**src/rtl/clk_health_evcap.sv**
```systemverilog
module clk_health_evcap #(
  parameter int SYNC_STAGES = 2,
  parameter int ADDR_W      = 2
) (
  input  logic              clk,
  input  logic              rst_n,
  input  logic              pri_lost_i,
  input  logic              sec_lost_i,
  input  logic              holdover_i,
  input  logic              unlock_i,
  input  logic              ref_sel_i,
  input  logic              rd_en,
  input  logic [ADDR_W-1:0] rd_addr,
  output logic [7:0]        rd_data,
  output logic              irq
);

  localparam int N_MON  = 4;
  localparam int N_SYNC = N_MON + 1;
  localparam int WARM   = SYNC_STAGES + 1;
  localparam int CNT_W  = $clog2(WARM + 1);

  localparam logic [ADDR_W-1:0] A_STATUS = ADDR_W'(0);
  localparam logic [ADDR_W-1:0] A_CAUSE  = ADDR_W'(1);
  localparam logic [ADDR_W-1:0] A_REF    = ADDR_W'(2);

  logic [N_SYNC-1:0] raw;
  logic [N_SYNC-1:0] stg [SYNC_STAGES];
  logic [N_MON-1:0]  mon, prev_q, rose, fell;
  logic              ref_s;
  logic [CNT_W-1:0]  warm_q;
  logic              armed;
  logic [7:0]        ev, cause_q, cause_d, status_b, ref_b, rd_mux;
  logic              clr;

  assign raw = {ref_sel_i, unlock_i, holdover_i, sec_lost_i, pri_lost_i};

  for (genvar g = 0; g < SYNC_STAGES; g++) begin : g_sync
    if (g == 0) begin : g_first
      always_ff @(posedge clk or negedge rst_n)
        if (!rst_n) stg[g] <= '0;
        else        stg[g] <= raw;
    end else begin : g_next
      always_ff @(posedge clk or negedge rst_n)
        if (!rst_n) stg[g] <= '0;
        else        stg[g] <= stg[g-1];
    end
  end

  assign mon   = stg[SYNC_STAGES-1][N_MON-1:0];
  assign ref_s = stg[SYNC_STAGES-1][N_MON];

  always_ff @(posedge clk or negedge rst_n)
    if (!rst_n)              warm_q <= '0;
    else if (warm_q != CNT_W'(WARM)) warm_q <= warm_q + 1'b1;

  assign armed = (warm_q == CNT_W'(WARM));

  always_ff @(posedge clk or negedge rst_n)
    if (!rst_n) prev_q <= '0;
    else        prev_q <= mon;

  assign rose = armed ? (mon & ~prev_q) : '0;
  assign fell = armed ? (~mon & prev_q) : '0;

  for (genvar i = 0; i < N_MON; i++) begin : g_pair
    assign ev[2*i]   = rose[i];
    assign ev[2*i+1] = fell[i];
  end

  assign clr     = rd_en && (rd_addr == A_CAUSE);
  assign cause_d = (clr ? 8'h00 : cause_q) | ev;

  always_ff @(posedge clk or negedge rst_n)
    if (!rst_n) begin
      cause_q <= '0;
      irq     <= 1'b0;
    end else begin
      cause_q <= cause_d;
      irq     <= |cause_d;
    end

  assign status_b = {mon[0], mon[1], mon[2], mon[3], 4'b0000};
  assign ref_b    = {4'b0000, ref_s, 3'b000};

  always_comb begin
    case (rd_addr)
      A_STATUS: rd_mux = status_b;
      A_CAUSE:  rd_mux = cause_q;
      A_REF:    rd_mux = ref_b;
      default:  rd_mux = 8'h00;
    endcase
  end

  always_ff @(posedge clk or negedge rst_n)
    if (!rst_n)     rd_data <= '0;
    else if (rd_en) rd_data <= rd_mux;

  AST_IRQ_LEVEL: assert property (@(posedge clk) disable iff (!rst_n)
    irq == (cause_q != 8'h00));

  AST_CLEAR_ON_READ: assert property (@(posedge clk) disable iff (!rst_n)
    clr |=> ((cause_q & ~$past(ev)) == 8'h00));

  AST_STICKY_HOLD: assert property (@(posedge clk) disable iff (!rst_n)
    !clr |=> ((cause_q & $past(cause_q)) == $past(cause_q)));

  AST_KEEP_COLLIDING: assert property (@(posedge clk) disable iff (!rst_n)
    (clr && ev != 8'h00) |=> ((cause_q & $past(ev)) == $past(ev)));

  AST_QUIET_WARMUP: assert property (@(posedge clk) disable iff (!rst_n)
    !armed |=> cause_q == 8'h00);

  AST_STATUS_LOW_ZERO: assert property (@(posedge clk) disable iff (!rst_n)
    (rd_en && rd_addr == A_STATUS) |=> rd_data[3:0] == 4'h0);

  AST_REF_FIELD: assert property (@(posedge clk) disable iff (!rst_n)
    (rd_en && rd_addr == A_REF) |=> (rd_data & 8'hF7) == 8'h00);

  AST_DATA_HOLD: assert property (@(posedge clk) disable iff (!rst_n)
    !rd_en |=> $stable(rd_data));

endmodule

```
**config.mk**
```make
export PLATFORM = sky130hd
export DESIGN_NAME = clk_health_evcap
export DESIGN_NICKNAME = d
export VERILOG_FILES = /design/src/rtl/clk_health_evcap.sv
export SDC_FILE = /design/constraint.sdc
export NUM_CORES = 1
export LEC_CHECK = 0
export BUFFER_PORTS_ARGS = -buffer_cell sky130_fd_sc_hd__buf_4
export CORE_MARGIN = 8
export CORE_UTILIZATION = 50
export CTS_CLUSTER_SIZE = 30
export DETAILED_ROUTE_END_ITERATION = 12
export HOLD_SLACK_MARGIN = 0.15
export PLACE_DENSITY = 0.72
export SYNTH_ARGS = -nofsm -noshare
export SYNTH_HDL_FRONTEND = slang
export SYNTH_SLANG_ARGS = --single-unit
```
**constraint.sdc**
```tcl
create_clock -name clk -period 1.95 [get_ports clk]
set_clock_uncertainty 0.2 [all_clocks]
set_input_delay 0.0975 -clock clk [delete_from_list [all_inputs] [get_ports clk]]
set_output_delay 0.0975 -clock clk [all_outputs]
set_load 0.05 [all_outputs]
```
# Yosys cells after proc, flatten, opt, wreduce, memory -nomap -nowiden
# Cells that the tools add are included.
[word_totals] reg_bits=33 input_bits=10 output_inout_bits=9
[classes] n_addsub=1 eq_ne=4 mux=4 n_bitwise=5 n_reduce_logical=3
[op_table] cell="$pmux 8 s3" count=1
[op_table] cell="$and 4x4->4" count=2
[op_table] cell="$mux 4" count=2
[op_table] cell="$mux 8" count=1
[op_table] cell="$not 4->4" count=2
[op_table] cell="$or 8x8->8" count=1
[op_table] cell="$reduce_or 8->1" count=1
[op_table] cell="$eq 2x2->1 const B" count=2
[op_table] cell="$add 2x1->2 const B" count=1
[op_table] cell="$eq 2x1->1 const B" count=1
[op_table] cell="$logic_not 2->1" count=1
[op_table] cell="$ne 2x2->1 const B" count=1
[op_table] cell="$logic_and 1x1->1" count=1

# Logic depth before layout (Yosys ltp)
[logic_depth] ltp_word=5 ltp_mapped=5

# Worst setup path before layout
# Ideal clock, no wire load.
[synth_path] path_kind="register to register" start="register cause_q[0]" end="register irq" setup_ns=0.135 t_arrival_ns=1.072 required_ns=1.615 slack_ns=0.543 stages_incl_launch_ff=4 path_buffers=0 path_cell_list="dfrtp_1 or4_4 o21ai_1 nand3_1"
[synth_between] elab_chain_cells=3
[synth_rtl] item="start: declaration" line="33" source="logic [7:0] ev, cause_q, cause_d, status_b, ref_b, rd_mux;"
[synth_rtl] item="start signal: assignment" line="79" source="cause_q <= cause_d;"
[synth_rtl] item="$mux 8" line="72" source="assign cause_d = (clr ? 8'h00 : cause_q) | ev;"
[synth_rtl] item="$or 8x8->8" line="72"
[synth_rtl] item="$reduce_or 8->1" line="80" source="irq <= |cause_d;"
[synth_rtl] item="end signal: assignment" line="80"
[synth_rtl] item="end: declaration" line="15" source="output logic irq"
# Every way passes these cells.
# A chain may end at the register's enable or synchronous reset.

# Final worst setup path
[layout_path] start="input rd_addr[0]" end="register rd_data[3]"
[layout_between] elab_chain_cells=2 elab_cells_between_ends=4 cone_classes="eq/ne: 2; mux: 1; reduce/logical: 1"
[layout_rtl] item="start: declaration" line="13" source="input logic [ADDR_W-1:0] rd_addr,"
[layout_rtl] item="$eq 2x2->1, or another cell as far along" line="87" source="case (rd_addr)"
[layout_rtl] item="$pmux 8 s3 *" line="87"
[layout_rtl] item="end signal: assignment" line="97" source="else if (rd_en) rd_data <= rd_mux;"
[layout_rtl] item="end: declaration" line="14" source="output logic [7:0] rd_data,"
# Mark *: on every way between the ends. The rest lies on a longest branch, timed or not.

==> flow_summary.yaml <==
routing:
  num_vias: 806
  wl_per_cell_um: 14.24
  antenna_left: 0
  drt-initial-drc-count: 29
  routed_wirelength_mm: 2.235
  drt-pass1-iter-count: 4
  vias_per_cell: 5.134
  drc: 0
synth:
  yosysWarnings: 0
  synth-simple-area-share_pct: 7.566
  synth_area_leader_cell: "dfrtp_1"
  muxShareOfSynthArea_pct: 4.192
  yosysTopAreaCellShare_pct: 67.48
  mappedNetlistArea_um2: 1224
  synth_edf_count: 0
  synth_top_family_by_area: "compound AO/OA/AOI/OAI gates"
  syn_nets: 107
  async_flop_share_pct: 100.0
  synth_area_leaders: "dfrtp_1 67%, inv_1 4.3%, o22ai_1 3.6%"
  yosys.cell_types.count: 24
  synth_xor_area_share_pct: 2.863
  syn_inst: 95
  ys_ff_latch: 33
  postSynthAreaPerCell_um2: 12.88
  synthAdderAreaFrac_pct: 2.045
  ys.flop_type: "dfrtp_1"
  synth_compound_area_share_pct: 10.02
  yosysSeqAreaShare_pct: 67.48
setup_path:
  path_delay_family: "buffers and inverters"
  crit_type: "input pin to flip-flop"
  path_buf_inv: 3
  slowest_stage: "dlygate4sd3_1"
  crit_arrival_ns: 1.68
  cp_data_required_time_ns: 2.03
  slowest_delay_ns: 0.56
  critical_path.endpoint_type: "flip-flop"
  start_kind: "input pin"
  crit_chain: "dlygate4sd3_1 -> buf_4 -> nand3b_1 -> a31oi_1 -> dlygate4sd3_1"
  crit_fanout: 7
  worst_path_most_repeated_cell: "dlygate4sd3_1"
sta:
  min_period_over_period_pct: 81.97
  slew_headroom_pct: 70.37
  max_freq_mhz: 625.6
  setup_viol: 0
  layout_min_cycle_time_ns: 1.599
  final.setup.tns_ns: 0
  tightestPinTransition_ns: 0.4432
  finalMaxSlewViolations: 0
  rsz0062_at_grt: "no"
  finalHoldViolCount: 0
clocking:
  post_cts_resized: 0
  cts_tree: "done"
  root_buffer: "clkbuf_4"
  clock_path_buffers: 2
  cts_buffers: 5
  cts.sinks: 33
  clk_latency_ns: 0.33
  clk_pin_slew_ns: 0.09
  h-tree-depth: 2
finish:
  fin_area_um2: 1543
  diodes: 0
  final_common_cell: "dfrtp_1"
  drive_above_1_share_pct: 20.47
  area_delta_synth_final_pct: 26.07
  nets: 139
  most-common-layout-cells: "33 x dfrtp_1, 18 x buf_4, 14 x inv_1"
global_route:
  grt_usage_pct: 11.84
  antenna_found_initial: 0
  grt_pass1_vias: 875
  grt_pass1_wl_mm: 3.753
  grt_max_degree: 34
  overflow: 0
floorplan:
  die_h_um: 65.47
  die_area_um2: 4286
  ios: 19
  core_um2: 2387
  die_w_um: 65.47
  rows: 18
  initial_utilization_pct: 51.26
pwr:
  ir_worst_vdd_mv: 0.6733
  p_leak_nw: 0.7315
  power.total_mw: 1.349
  powerDensity_nw_per_um2: 874.4
min_path:
  min_path_type: "flip-flop to flip-flop"
place:
  gp_congestion: 0.7822
  placed_cell_area_um2: 1378
  dp_hpwl_mm: 1.502
  portBuffers: 18
flow_run:
  cap_violations: 0
status:
  status: "completed"
[layer usage]
| layer | vias to the layer above | global-route usage, % | wire [um] |
|---|---|---|---|
| met3 | 5 | 6.633 | 177 |
| li1 | 386 | - | - |
| met1 | 397 | 11.50 | 944 |
| met2 | 18 | 19.56 | 1067 |
| met5 | - | 0 | 0 |
| met4 | 0 | 6.540 | 44 |
[per-stage QoR]
stage | hold WS [ns] | utilization [%] | cells | setup WS, ns
after global placement | -0.1439 | 57.70 | 139 | 0.5041
after detailed placement | -0.1397 | 57.70 | 139 | 0.4898
after floorplan | -0.3981 | - | 95 | 0.5429
after CTS | 0.1560 | 64.62 | 157 | 0.3601
final | 0.1505 | 64.62 | 157 | 0.3515
after global routing | 0.1599 | 64.62 | 157 | 0.3112
[registers in the layout (all words and copies together) (netlist names)]
| register | flops |
|---|---|
| mon | 4 |
| prev_q | 4 |
| cause_q | 8 |
| stg | 5 |
| rd_data | 8 |
| irq | 1 |
| ref_b | 1 |
| warm_q | 2 |
[power by group]
group,internal [mW],total (mW),switching [mW]
combinational,0.0829,0.203,0.120
clock,0.170,0.378,0.208
sequential,0.734,0.768,0.0344
total,0.987,1.35,0.362
[cell type report]
type,count,area [um2]
fillers,198,844.6
flip-flops and latches,33,825.8
multi-input cells,44,326.6
repair buffers,29,245.2
clock buffers,7,55.05
inverters,14,52.55
well taps,30,37.54
[path summary, 6_finish.rpt]
path	startpoint	end	slack [ns]	cells after the start
hold / removal	stg[9]	ref_b[3]	0.15	0
max in group asynchronous	rst_n	mon[1]	0.69	3
hold reg to reg	stg[9]	ref_b[3]	0.15	0
setup reg to reg	cause_q[3]	irq	0.47	3
setup / recovery	rd_addr[0]	rd_data[3]	0.35	5
min in group asynchronous	rst_n	warm_q[0]	0.56	3
[repair_timing]
item / CTS / global route
setup buffers: 0 / 0
hold buffers: 11 / 0
hold endpoints to repair: 46 / 0
[synth_stat cells (all sizes together), types with 2 or more instances]
cell type / instances
ha: 2
buf: 3
xor2: 3
nand3b: 4
o22ai: 7
dfrtp: 33
or4: 2
mux2i: 4
nand2: 6
o21ai: 3
a32o: 4
inv: 14
[cells by family after synthesis]
logic type               after synthesis
XOR/XNOR                               4
flip-flops                            33
adder cells (fa/ha/maj)                2
buffers and inverters                 18
AO/OA/AOI/OAI                         17
AND/OR/NAND/NOR                       16
multiplexers                           5
[worst reg2reg max path, stage by stage (launching register included)]
cell	delay, ns
dfrtp_1	0.40
or4_1	0.53
o21ai_1	0.14
nand3_1	0.09
No activity file was read; power rests on OpenSTA's default activity.
